File: config.mk
export PLATFORM = sky130hd
export DESIGN_NAME = clk_failover_ctrl
export DESIGN_NICKNAME = d
export VERILOG_FILES = /design/src/rtl/cfo_pkg.sv /design/src/rtl/cfo_stall_mon.sv /design/src/rtl/cfo_sel_ctl.sv /design/src/rtl/cfo_gate_ctl.sv /design/src/rtl/clk_failover_ctrl.sv
export SDC_FILE = /design/constraint.sdc
export NUM_CORES = 1
export LEC_CHECK = 0
export ABC_CLOCK_PERIOD_IN_PS = 1050
export BUFFER_PORTS_ARGS = -buffer_cell sky130_fd_sc_hd__buf_4
export CORE_ASPECT_RATIO = 1.4
export CORE_UTILIZATION = 49
export DETAILED_ROUTE_END_ITERATION = 8
export PLACE_DENSITY_LB_ADDON = 0.15
export SETUP_SLACK_MARGIN = 0.5
export SYNTH_ARGS = -nofsm -noshare
export SYNTH_HDL_FRONTEND = slang
export SYNTH_HIERARCHICAL = 1
export SYNTH_SLANG_ARGS = --single-unit
File: constraint.sdc
create_clock -name clk -period 1.05 [get_ports clk]
set_input_delay 0.0525 -clock clk [delete_from_list [all_inputs] [get_ports clk]]
set_output_delay 0.0525 -clock clk [all_outputs]
set_load 0.005 [all_outputs]
File: src/rtl/cfo_pkg.sv
package cfo_pkg;

  typedef logic [1:0] gate_t;

  // stall decision: the quiet-cycle count reached the limit
  function automatic logic stall_hit(input int unsigned quiet, input int unsigned lim);
    return quiet >= lim;
  endfunction

  // next requested input from preference, override and alarms
  function automatic logic pick_sel(input logic pref, input logic ovr,
                                    input logic bad_pref, input logic bad_alt,
                                    input logic cur);
    if (ovr)           return pref;
    else if (!bad_pref) return pref;
    else if (!bad_alt)  return ~pref;
    else                return cur;
  endfunction

  // gate enable pattern for a selected input
  function automatic gate_t gate_for(input logic s);
    return s ? 2'b10 : 2'b01;
  endfunction

endpackage

File: src/rtl/cfo_stall_mon.sv
module cfo_stall_mon #(
  parameter int SYNC_STAGES = 2,
  parameter int STALL_LIM   = 20
) (
  input  logic clk,
  input  logic rst_n,
  input  logic mon_i,
  input  logic clr_i,
  output logic edge_o,
  output logic stalled_o,
  output logic bad_o
);
  import cfo_pkg::*;

  localparam int CW = $clog2(STALL_LIM + 1);

  logic [SYNC_STAGES:0] sync_q;
  logic [CW-1:0]        quiet_q;
  logic                 bad_q;

  always_ff @(posedge clk or negedge rst_n) begin
    if (!rst_n) sync_q <= '0;
    else        sync_q <= {sync_q[SYNC_STAGES-1:0], mon_i};
  end

  assign edge_o    = sync_q[SYNC_STAGES] ^ sync_q[SYNC_STAGES-1];
  assign stalled_o = stall_hit(32'(quiet_q), STALL_LIM);

  // quiet counter: cleared on every edge, saturates at the limit
  always_ff @(posedge clk or negedge rst_n) begin
    if (!rst_n)          quiet_q <= '0;
    else if (edge_o)     quiet_q <= '0;
    else if (!stalled_o) quiet_q <= quiet_q + 1'b1;
  end

  // latched alarm; a clear only drops it when the input is not stalled now
  always_ff @(posedge clk or negedge rst_n) begin
    if (!rst_n)     bad_q <= 1'b0;
    else if (clr_i) bad_q <= stalled_o;
    else            bad_q <= bad_q | stalled_o;
  end

  assign bad_o = bad_q;


  bad_latched_chk: assert property (@(posedge clk) disable iff (!rst_n)
    (bad_q && !clr_i) |=> bad_q);


  clr_keeps_stalled_chk: assert property (@(posedge clk) disable iff (!rst_n)
    (clr_i && stalled_o) |=> bad_q);


  edge_resets_quiet_chk: assert property (@(posedge clk) disable iff (!rst_n)
    edge_o |=> (quiet_q == '0));

endmodule

File: src/rtl/cfo_sel_ctl.sv
module cfo_sel_ctl (
  input  logic       clk,
  input  logic       rst_n,
  input  logic       pri_sel,
  input  logic       man_ovr,
  input  logic [1:0] bad_i,
  output logic       sel_req_o
);
  import cfo_pkg::*;

  logic sel_q;
  logic bad_pref, bad_alt;

  assign bad_pref = bad_i[pri_sel];
  assign bad_alt  = bad_i[~pri_sel];

  always_ff @(posedge clk or negedge rst_n) begin
    if (!rst_n) sel_q <= 1'b0;
    else        sel_q <= pick_sel(pri_sel, man_ovr, bad_pref, bad_alt, sel_q);
  end

  assign sel_req_o = sel_q;


  ovr_follow_chk: assert property (@(posedge clk) disable iff (!rst_n)
    man_ovr |=> (sel_q == $past(pri_sel)));


  both_bad_hold_chk: assert property (@(posedge clk) disable iff (!rst_n)
    (!man_ovr && bad_i == 2'b11) |=> $stable(sel_q));


  failover_chk: assert property (@(posedge clk) disable iff (!rst_n)
    (!man_ovr && bad_pref && !bad_alt) |=> (sel_q == ~$past(pri_sel)));

endmodule

File: src/rtl/cfo_gate_ctl.sv
module cfo_gate_ctl (
  input  logic       clk,
  input  logic       rst_n,
  input  logic       sel_req_i,
  output logic       sel_o,
  output logic [1:0] gate_o
);
  import cfo_pkg::*;

  logic  cur_q, cur_d;
  gate_t gate_q, gate_d;

  // handover: drop enables, then move select, then raise the new enable
  always_comb begin
    cur_d  = cur_q;
    gate_d = gate_for(cur_q);
    if (sel_req_i != cur_q) begin
      gate_d = '0;
      if (gate_q == '0) cur_d = sel_req_i;
    end
  end

  always_ff @(posedge clk or negedge rst_n) begin
    if (!rst_n) begin
      cur_q  <= 1'b0;
      gate_q <= '0;
    end else begin
      cur_q  <= cur_d;
      gate_q <= gate_d;
    end
  end

  assign sel_o  = cur_q;
  assign gate_o = gate_q;


  gate_onehot_chk: assert property (@(posedge clk) disable iff (!rst_n)
    $onehot0(gate_q));


  sel_move_quiet_chk: assert property (@(posedge clk) disable iff (!rst_n)
    (cur_q != cur_d) |-> (gate_q == '0));


  gate_matches_sel_chk: assert property (@(posedge clk) disable iff (!rst_n)
    (gate_q != '0) |-> gate_q[cur_q]);

endmodule

File: src/rtl/clk_failover_ctrl.sv
module clk_failover_ctrl #(
  parameter int SYNC_STAGES = 2,
  parameter int STALL_LIM   = 20
) (
  input  logic clk,
  input  logic rst_n,
  input  logic mon0,
  input  logic mon1,
  input  logic pri_sel,
  input  logic man_ovr,
  input  logic alarm_clr,
  output logic bad0,
  output logic bad1,
  output logic sel_stat,
  output logic en0,
  output logic en1
);
  localparam int NUM_IN = 2;

  logic [NUM_IN-1:0] mon_vec, edge_vec, stall_vec, bad_vec;
  logic              sel_req;
  logic [1:0]        gate;

  assign mon_vec = {mon1, mon0};

  for (genvar i = 0; i < NUM_IN; i++) begin : g_mon
    cfo_stall_mon #(
      .SYNC_STAGES (SYNC_STAGES),
      .STALL_LIM   (STALL_LIM)
    ) u_mon (
      .clk       (clk),
      .rst_n     (rst_n),
      .mon_i     (mon_vec[i]),
      .clr_i     (alarm_clr),
      .edge_o    (edge_vec[i]),
      .stalled_o (stall_vec[i]),
      .bad_o     (bad_vec[i])
    );
  end

  cfo_sel_ctl u_sel (
    .clk       (clk),
    .rst_n     (rst_n),
    .pri_sel   (pri_sel),
    .man_ovr   (man_ovr),
    .bad_i     (bad_vec),
    .sel_req_o (sel_req)
  );

  cfo_gate_ctl u_gate (
    .clk       (clk),
    .rst_n     (rst_n),
    .sel_req_i (sel_req),
    .sel_o     (sel_stat),
    .gate_o    (gate)
  );

  assign bad0 = bad_vec[0];
  assign bad1 = bad_vec[1];
  assign en0  = gate[0];
  assign en1  = gate[1];


  edge_clears_stall_chk: assert property (@(posedge clk) disable iff (!rst_n)
    (edge_vec != '0) |=> ((stall_vec & $past(edge_vec)) == '0));

endmodule

# Yosys cells after proc, flatten, opt, wreduce, memory -nomap -nowiden
# Index checks and enable logic that the tools add are counted.
# op_classes
bitwise_logic,5
n_lt_le_gt_ge,4
muxes,15
n_eq_ne,4
reduce_logical,2
addsub,2
# ops
operator,n
$mux 5,4
$add 5x1->5 const B,2
$ge 5x5->1 const B,2
$mux 1,9
$lt 1x2->1 const B,2
$mux 2,2
$ne 2x1->1 const B,2
$ne 3x3->1 const B,1
$logic_not 2->1,1
$or 1x1->1,2
$reduce_and 2->1,1
$xor 1x1->1,2
$ne 1x1->1,1
$not 1->1,1
# totals
out_inout_bits,5
ff_bits,22

# Longest topological paths before layout
# Gate-level depths: netlist (run 1).
# logic_depth
depth_word,6
ltp_mapped,4
depth_no_buf,4

# Cells and area by module
# Netlist (run 1), hierarchy kept.
# modules_own_cells
mod,instances,cells_each,area_per_inst_um2,seq_area_each_um2
cfo_stall_mon (g_mon[1].u_mon),1,31,376.6,225.2
cfo_stall_mon (g_mon[0].u_mon),1,31,375.4,225.2
cfo_gate_ctl,1,9,130.1,75.1
cfo_sel_ctl,1,5,51.3,25.0

# Worst setup path after synthesis (run 1)
# No wires, ideal clock.
# synth_path
kind,flip-flop to flip-flop
from,register u_gate.cur_q (netlist: u_gate/sel_o)
to,register u_gate.cur_q (netlist: u_gate/sel_o)
t_arrival_ps,1001
n_path_buf,0
required_ps,971
period_less_slack_ps,1080
path_stages_with_launch,5
slack_ps,-30
path_cell_list,dfrtp_1 inv_1 ha_1 nor3b_2 mux2i_1
# synth_between
elab_chain_len,2
# synth_lines
element,line,source
start: declaration,cfo_gate_ctl.sv:10,"logic cur_q, cur_d;"
start signal: assignment,cfo_gate_ctl.sv:28,cur_q <= cur_d;
$ne 1x1->1,cfo_gate_ctl.sv:17,if (sel_req_i != cur_q) begin
$reduce_and 2->1 (no line),--,
# Every way passes these cells.
# A chain may end at the register's enable or synchronous reset.

# Worst setup path after layout (run 1)
# Ends and elaborated chain as after synthesis.

==> flow_summary.yaml, run 1 <==
sta:
  max-slew-margin-rel: 0.818
  finalSetupViolCount: 3
  final-max-slew-violation-count: 0
  setup_repair_after_global_routing_missed_its_margin: "yes"
  clock_skew_ps: 1.15
  finalWorstPathRequiredPeriod_ps: 1100
  post-route-worst-setup-slack_ps: -50.7
  fmax_mhz: 909
  layout_worst_path_cycle_share: 1.05
  worst_slew_pin_slew_ps: 273
  timing.final.hold_violations: 3
  hold_ws_ps: -83.8
power:
  power_frac_clock: 0.286
  share_of_power_burned_in_registers: 0.465
  ir_drop_mv: 1.40
  total_power_w: 0.00222
  sw_frac: 0.246
  power.switching_w: 0.000546
  power-per-cell-area_nw_per_um2: 1590
  power.combinational.fraction: 0.248
  leakagePower_nw: 0.669
  internal_power_w: 0.00167
clocking:
  cts_inserted_buffers: 3
  h-tree-depth: 1
  ctsRootBufferMaster: "sky130_fd_sc_hd__clkbuf_4"
  cts_tree: "yes"
  clockBufferDepth: 2
  tritoncts_num_sinks: 22
  clk_latency_ps: 300
  worst_setup_hold_path_clk_slew_ps: 120
  post_cts_hold_buffer_count: 3
cells_and_area:
  post-route-cell-area_um2: 1390
  final_cell_mix: "sky130_fd_sc_hd__buf_4 (24), sky130_fd_sc_hd__dfrtp_1 (18), sky130_fd_sc_hd__buf_6 (9)"
  drive_gt1_frac: 0.535
  antenna_cells_inserted: 0
  nets: 128
  syn2layout_area_growth_pct: 50.4
  post-route-util: 0.783
  most_frequent_standard_cell_in_the_layout_excluding_fill_and_tap_cells: "sky130_fd_sc_hd__buf_4"
  fill_cells: 111
detailed_routing:
  drt_iter0_drc: 14
  vias: 659
  wl_um: 1740
  drcViolationCount: 0
  residual_antenna_violating_net_count_after_detailed_routing: 0
  drt-vias-per-instance: 4.92
  wl_per_cell_um: 13.0
  drt_first_pass_iters: 3
setup_path:
  worstPathArrival_ps: 1340
  critical_path.reg2reg.startpoint: "u_gate/sel_o"
  cp.depth: 4
  crit_path_top_delay_cell: "sky130_fd_sc_hd__dfrtp_1"
  critical-path-max-stage-delay_ps: 380
  worst-path-max-fanout: 2
  path_cells: "inv_2 -> ha_4 -> nor3b_2 -> mux2i_1"
  worstSetupStartpointType: "flip-flop"
  critical_path.n_buffers_inverters: 1
  timing.critical_path.required_ps: 1290
  path_class: "reg2reg"
  setup.worst_path.end_class: "flip-flop"
  reg2regPathDepth: 4
  worstSetupStartpoint: "u_gate/sel_o"
  crit_family: "flip-flops"
outcome:
  violations: "hold timing, setup timing"
  outcome: "complete, but fails checks"
place:
  cell_area_placed_um2: 1100
  gp_congestion: 0.666
  io_buffers: 11
  pre_cts_ws_ps: -45.9
  place.detailed.hpwl_um: 1010
yosys:
  syn_nets: 87
  netlist_instances: 74
  synthesis.area_um2: 926
  synthesis.yosys.warnings: 6
  post_synth.cell_area_avg_um2: 12.5
hold_path:
  classification_of_the_worst_slack_hold_path: "in2reg"
  timing.hold.worst.start: "alarm_clr"
  timing.hold.worst_path_depth: 2
run:
  max_cap_violations: 0
global_routing:
  grt-ovfl-total: 0
  track_usage: 0.196
  via_count_of_the_first_global_routing_pass: 623
  antenna_found_initial: 0
  grt_pass1_wl_um: 2690
  pin_count_of_the_biggest_net_entering_global_routing: 23
floorplan:
  floorplan.die_area_um2: 2070
  die_h_um: 53.4
  row_count: 18
  core-area_um2: 1780
  floorplan.initialDensity: 0.520
  floorplan.io_pins: 12
  die_w_um: 38.7
[power by group through the flow]
stage	logic [W]	registers (W)	clock network, W
5_1_grt	0.000604	0.00104	0.000702
6_report	0.000550	0.00103	0.000634
3_3_place_gp	0.000371	0.00103	0
4_1_cts	0.000513	0.00103	0.000655
3_5_place_dp	0.000393	0.00104	0
2_1_floorplan	0.000173	0.00103	0
[layout make-up]
class / instances / area, um2 / area share
Multi-Input combinational cell: 42 / 410 / 0.295
Clock buffer: 3 / 22.5 / 0.0162
Sequential cell: 22 / 556 / 0.399
Inverter: 10 / 37.5 / 0.0270
Clock inverter: 1 / 30.0 / 0.0216
Timing Repair Buffer: 36 / 312 / 0.224
Tap cell: 20 / 25.0 / 0.0180
[state kept, by name, summed over array words and instances, names as in the netlist]
register and flops:
g_mon.u_mon/sync_q 6, u_gate/gate_o 2, u_gate/sel_o 1, g_mon.u_mon/bad_o 2, u_sel/sel_req_o 1, g_mon.u_mon/quiet_q 10
[metal layers]
metal,routed length [um],part of all wire,vias to the layer above,GRT usage
li1,-,-,319,-
met5,0,0,-,0
met1,749,0.43,330,0.225
met3,35,0.020,2,0.0378
met2,942,0.54,8,0.331
met4,14,0.0080,0,0.103
[path summary, 6_finish.rpt]
check,to,slack [ps]
worst max-delay path,u_gate/sel_o,-50
worst min-delay path,g_mon[1].u_mon/bad_o,-80
worst max register to register,u_gate/sel_o,-50
worst min register to register,g_mon[1].u_mon/sync_q[1],360
max in group asynchronous,g_mon[1].u_mon/quiet_q[2],670
min in group asynchronous,u_gate/gate_o[0],150
[through the flow]
| step | std cells | setup TNS, ps |
|---|---|---|
| after floorplan | 74 | -30.4 |
| after global placement | 112 | 0 |
| after detailed placement | 112 | -56.6 |
| after CTS | 128 | -111 |
| after global routing | 134 | -455 |
| final | 134 | -120 |
[repair_timing]
| action | 4_1_cts | 5_1_grt |
|---|---|---|
| hold endpoints to repair | 27 | 3 |
| pin swaps | 8 | 6 |
| endpoints found under the setup margin | 21 | 22 |
| setup buffers | 9 | 6 |
| resized for setup | 16 | 9 |
[worst register-to-register path, stage by stage (launching register included)]
cell                      delay (ps)
sky130_fd_sc_hd__dfrtp_1         380
sky130_fd_sc_hd__inv_2            60
sky130_fd_sc_hd__ha_4            250
sky130_fd_sc_hd__nor3b_2         160
sky130_fd_sc_hd__mux2i_1         190
No activity file was read; power rests on OpenSTA's default activity.
==> run 2: changes to the inputs <==
CORE_MARGIN = 10   (was default)
==> run 2 against run 1 <==
  * The run still ends with hold timing, setup timing left
  * Sequential cell count stayed put
  * Count of clock-buffer cells in the layout rose by 1
  * Utilization down 0.70 points
  * Non-clock buffer count up 1
  * Clock skew grew 2.9 ps
  * Sequential power about the same
  * Register-to-register slack got worse by 40 ps
  * Maximum frequency is 3.7% lower
  * Largest power group unchanged
==> flow_summary.yaml, run 2 (synthesis gave the netlist of run 1 again) <==
detailed_routing:
  wl_per_cell_um: 12.6
  drt-vias-per-instance: 4.81
  drcViolationCount: 0
  vias: 650
  drt_first_pass_iters: 4
  drt_iter0_drc: 19
  wl_um: 1700
  residual_antenna_violating_net_count_after_detailed_routing: 0
cells_and_area:
  post-route-util: 0.776
  largest_register_ff_count: 10
  largest-register: "g_mon.u_mon/quiet_q"
  fill_cells: 116
  top_flop_regs: "g_mon.u_mon/quiet_q: 10 flops, g_mon.u_mon/sync_q: 6 flops"
  syn2layout_area_growth_pct: 49.1
  post-route-cell-area_um2: 1380
  nets: 129
  antenna_cells_inserted: 0
  drive_gt1_frac: 0.504
  most_frequent_standard_cell_in_the_layout_excluding_fill_and_tap_cells: "sky130_fd_sc_hd__buf_4"
  final_cell_mix: "sky130_fd_sc_hd__buf_4 (23), sky130_fd_sc_hd__dfrtp_1 (19), sky130_fd_sc_hd__buf_6 (11)"
floorplan:
  die_h_um: 71.4
  floorplan.io_pins: 12
  floorplan.die_area_um2: 4050
  floorplan.initialDensity: 0.520
  die_w_um: 56.7
  row_count: 18
  core-area_um2: 1780
hold_path:
  timing.hold.worst.start: "alarm_clr"
  timing.hold.worst_path_depth: 2
  classification_of_the_worst_slack_hold_path: "in2reg"
  hold-path-endpoint: "g_mon[0].u_mon/bad_o"
power:
  power-per-cell-area_nw_per_um2: 1580
  ir_drop_mv: 1.15
  leakagePower_nw: 0.664
sta:
  layout_worst_path_cycle_share: 1.09
  final-max-slew-violation-count: 0
  finalSetupViolCount: 3
  post-route-worst-setup-slack_ps: -93.1
  clock_skew_ps: 4.03
  hold_ws_ps: -84.9
  timing.final.hold_violations: 3
  setup_repair_after_global_routing_missed_its_margin: "yes"
  max-slew-margin-rel: 0.812
  worst_slew_pin_slew_ps: 282
  finalWorstPathRequiredPeriod_ps: 1140
  fmax_mhz: 875
setup_path:
  worstSetupStartpointType: "flip-flop"
  path_class: "reg2reg"
  worst-path-max-fanout: 2
  worstPathArrival_ps: 1370
  setup.worst_path.end_class: "flip-flop"
  worst_r2r_setup_slack_ps: -90
  worst_r2r_endpoint: "u_gate/sel_o"
  critical_path.reg2reg.startpoint: "u_gate/sel_o"
  timing.critical_path.required_ps: 1280
  reg2regPathDepth: 4
clocking:
  tritoncts_num_sinks: 22
  cts_inserted_buffers: 3
  clk_latency_ps: 300
  ctsRootBufferMaster: "sky130_fd_sc_hd__clkbuf_4"
  h-tree-depth: 1
  clockBufferDepth: 2
  worst_setup_hold_path_clk_slew_ps: 110
  cts_tree: "yes"
  post_cts_hold_buffer_count: 3
place:
  io_buffers: 11
  cell_area_placed_um2: 1100
  gp_congestion: 0.724
  place.detailed.hpwl_um: 1130
global_routing:
  antenna_found_initial: 0
  grt_pass1_wl_um: 2970
  pin_count_of_the_biggest_net_entering_global_routing: 23
  track_usage: 0.0903
  grt-ovfl-total: 0
  via_count_of_the_first_global_routing_pass: 726
run:
  max_cap_violations: 0
outcome:
  violations: "hold timing, setup timing"
  outcome: "complete, but fails checks"
## run 2: what timing repair did
item                       in CTS  in global routing
setup endpoints to repair      21                 22
hold endpoints to repair       27                  3
pin swaps                      11                 10
gates resized for setup        15                  9
setup buffers                  14                  2
## run 2: worst max-delay path by stage
stage / from / end / slack [ps] / depth (start not counted)
after global routing: u_gate/sel_o / u_gate/sel_o / -140 / 4
after floorplan: u_gate/sel_o / u_gate/sel_o / -30 / 4
after CTS: u_gate/sel_o / u_gate/sel_o / -90 / 4
after global placement: u_sel/sel_req_o / u_gate/sel_o / 1 / 4
after detailed placement: u_gate/sel_o / u_gate/sel_o / -90 / 4
final: u_gate/sel_o / u_gate/sel_o / -90 / 4
## run 2: layer usage
metal / vias up / global-route usage / routed length, um
met5: - / 0 / 0
li1: 321 / - / -
met3: 2 / 0.0194 / 44
met2: 7 / 0.167 / 922
met4: 0 / 0.0471 / 10
met1: 320 / 0.0908 / 722
## run 2: final cells by class
type,count,area (um2),area share
inverters,10,37.5,0.0272
flip-flops and latches,22,554,0.402
repair buffers,37,327,0.237
clock buffers,4,36.3,0.0263
well taps,20,25.0,0.0181
multi-input cells,42,400,0.290
## run 2: critical path: stages (launching register included)
cell and delay (ps):
sky130_fd_sc_hd__dfrtp_1 380, sky130_fd_sc_hd__inv_2 60, sky130_fd_sc_hd__ha_4 260, sky130_fd_sc_hd__nor3b_4 180
sky130_fd_sc_hd__mux2i_1 200
## run 2: power by group
part	switching (W)	total [W]	internal (W)
sequential	0.0000975	0.00104	0.000941
combinational	0.000234	0.000697	0.000463
clock	0.000233	0.000444	0.000211
total	0.000564	0.00218	0.00162
## run 2: stage by stage
step	instances	worst slack [ps]	setup TNS, ps	power, W
finish	135	-93.1	-180	0.00218
global route	135	-137	-481	0.00233
CTS	133	-91.9	-177	0.00214
detailed placement	112	-85.8	-85.8	0.00144
global placement	112	1.01	0	0.00141
floorplan	74	-30.4	-30.4	0.00121
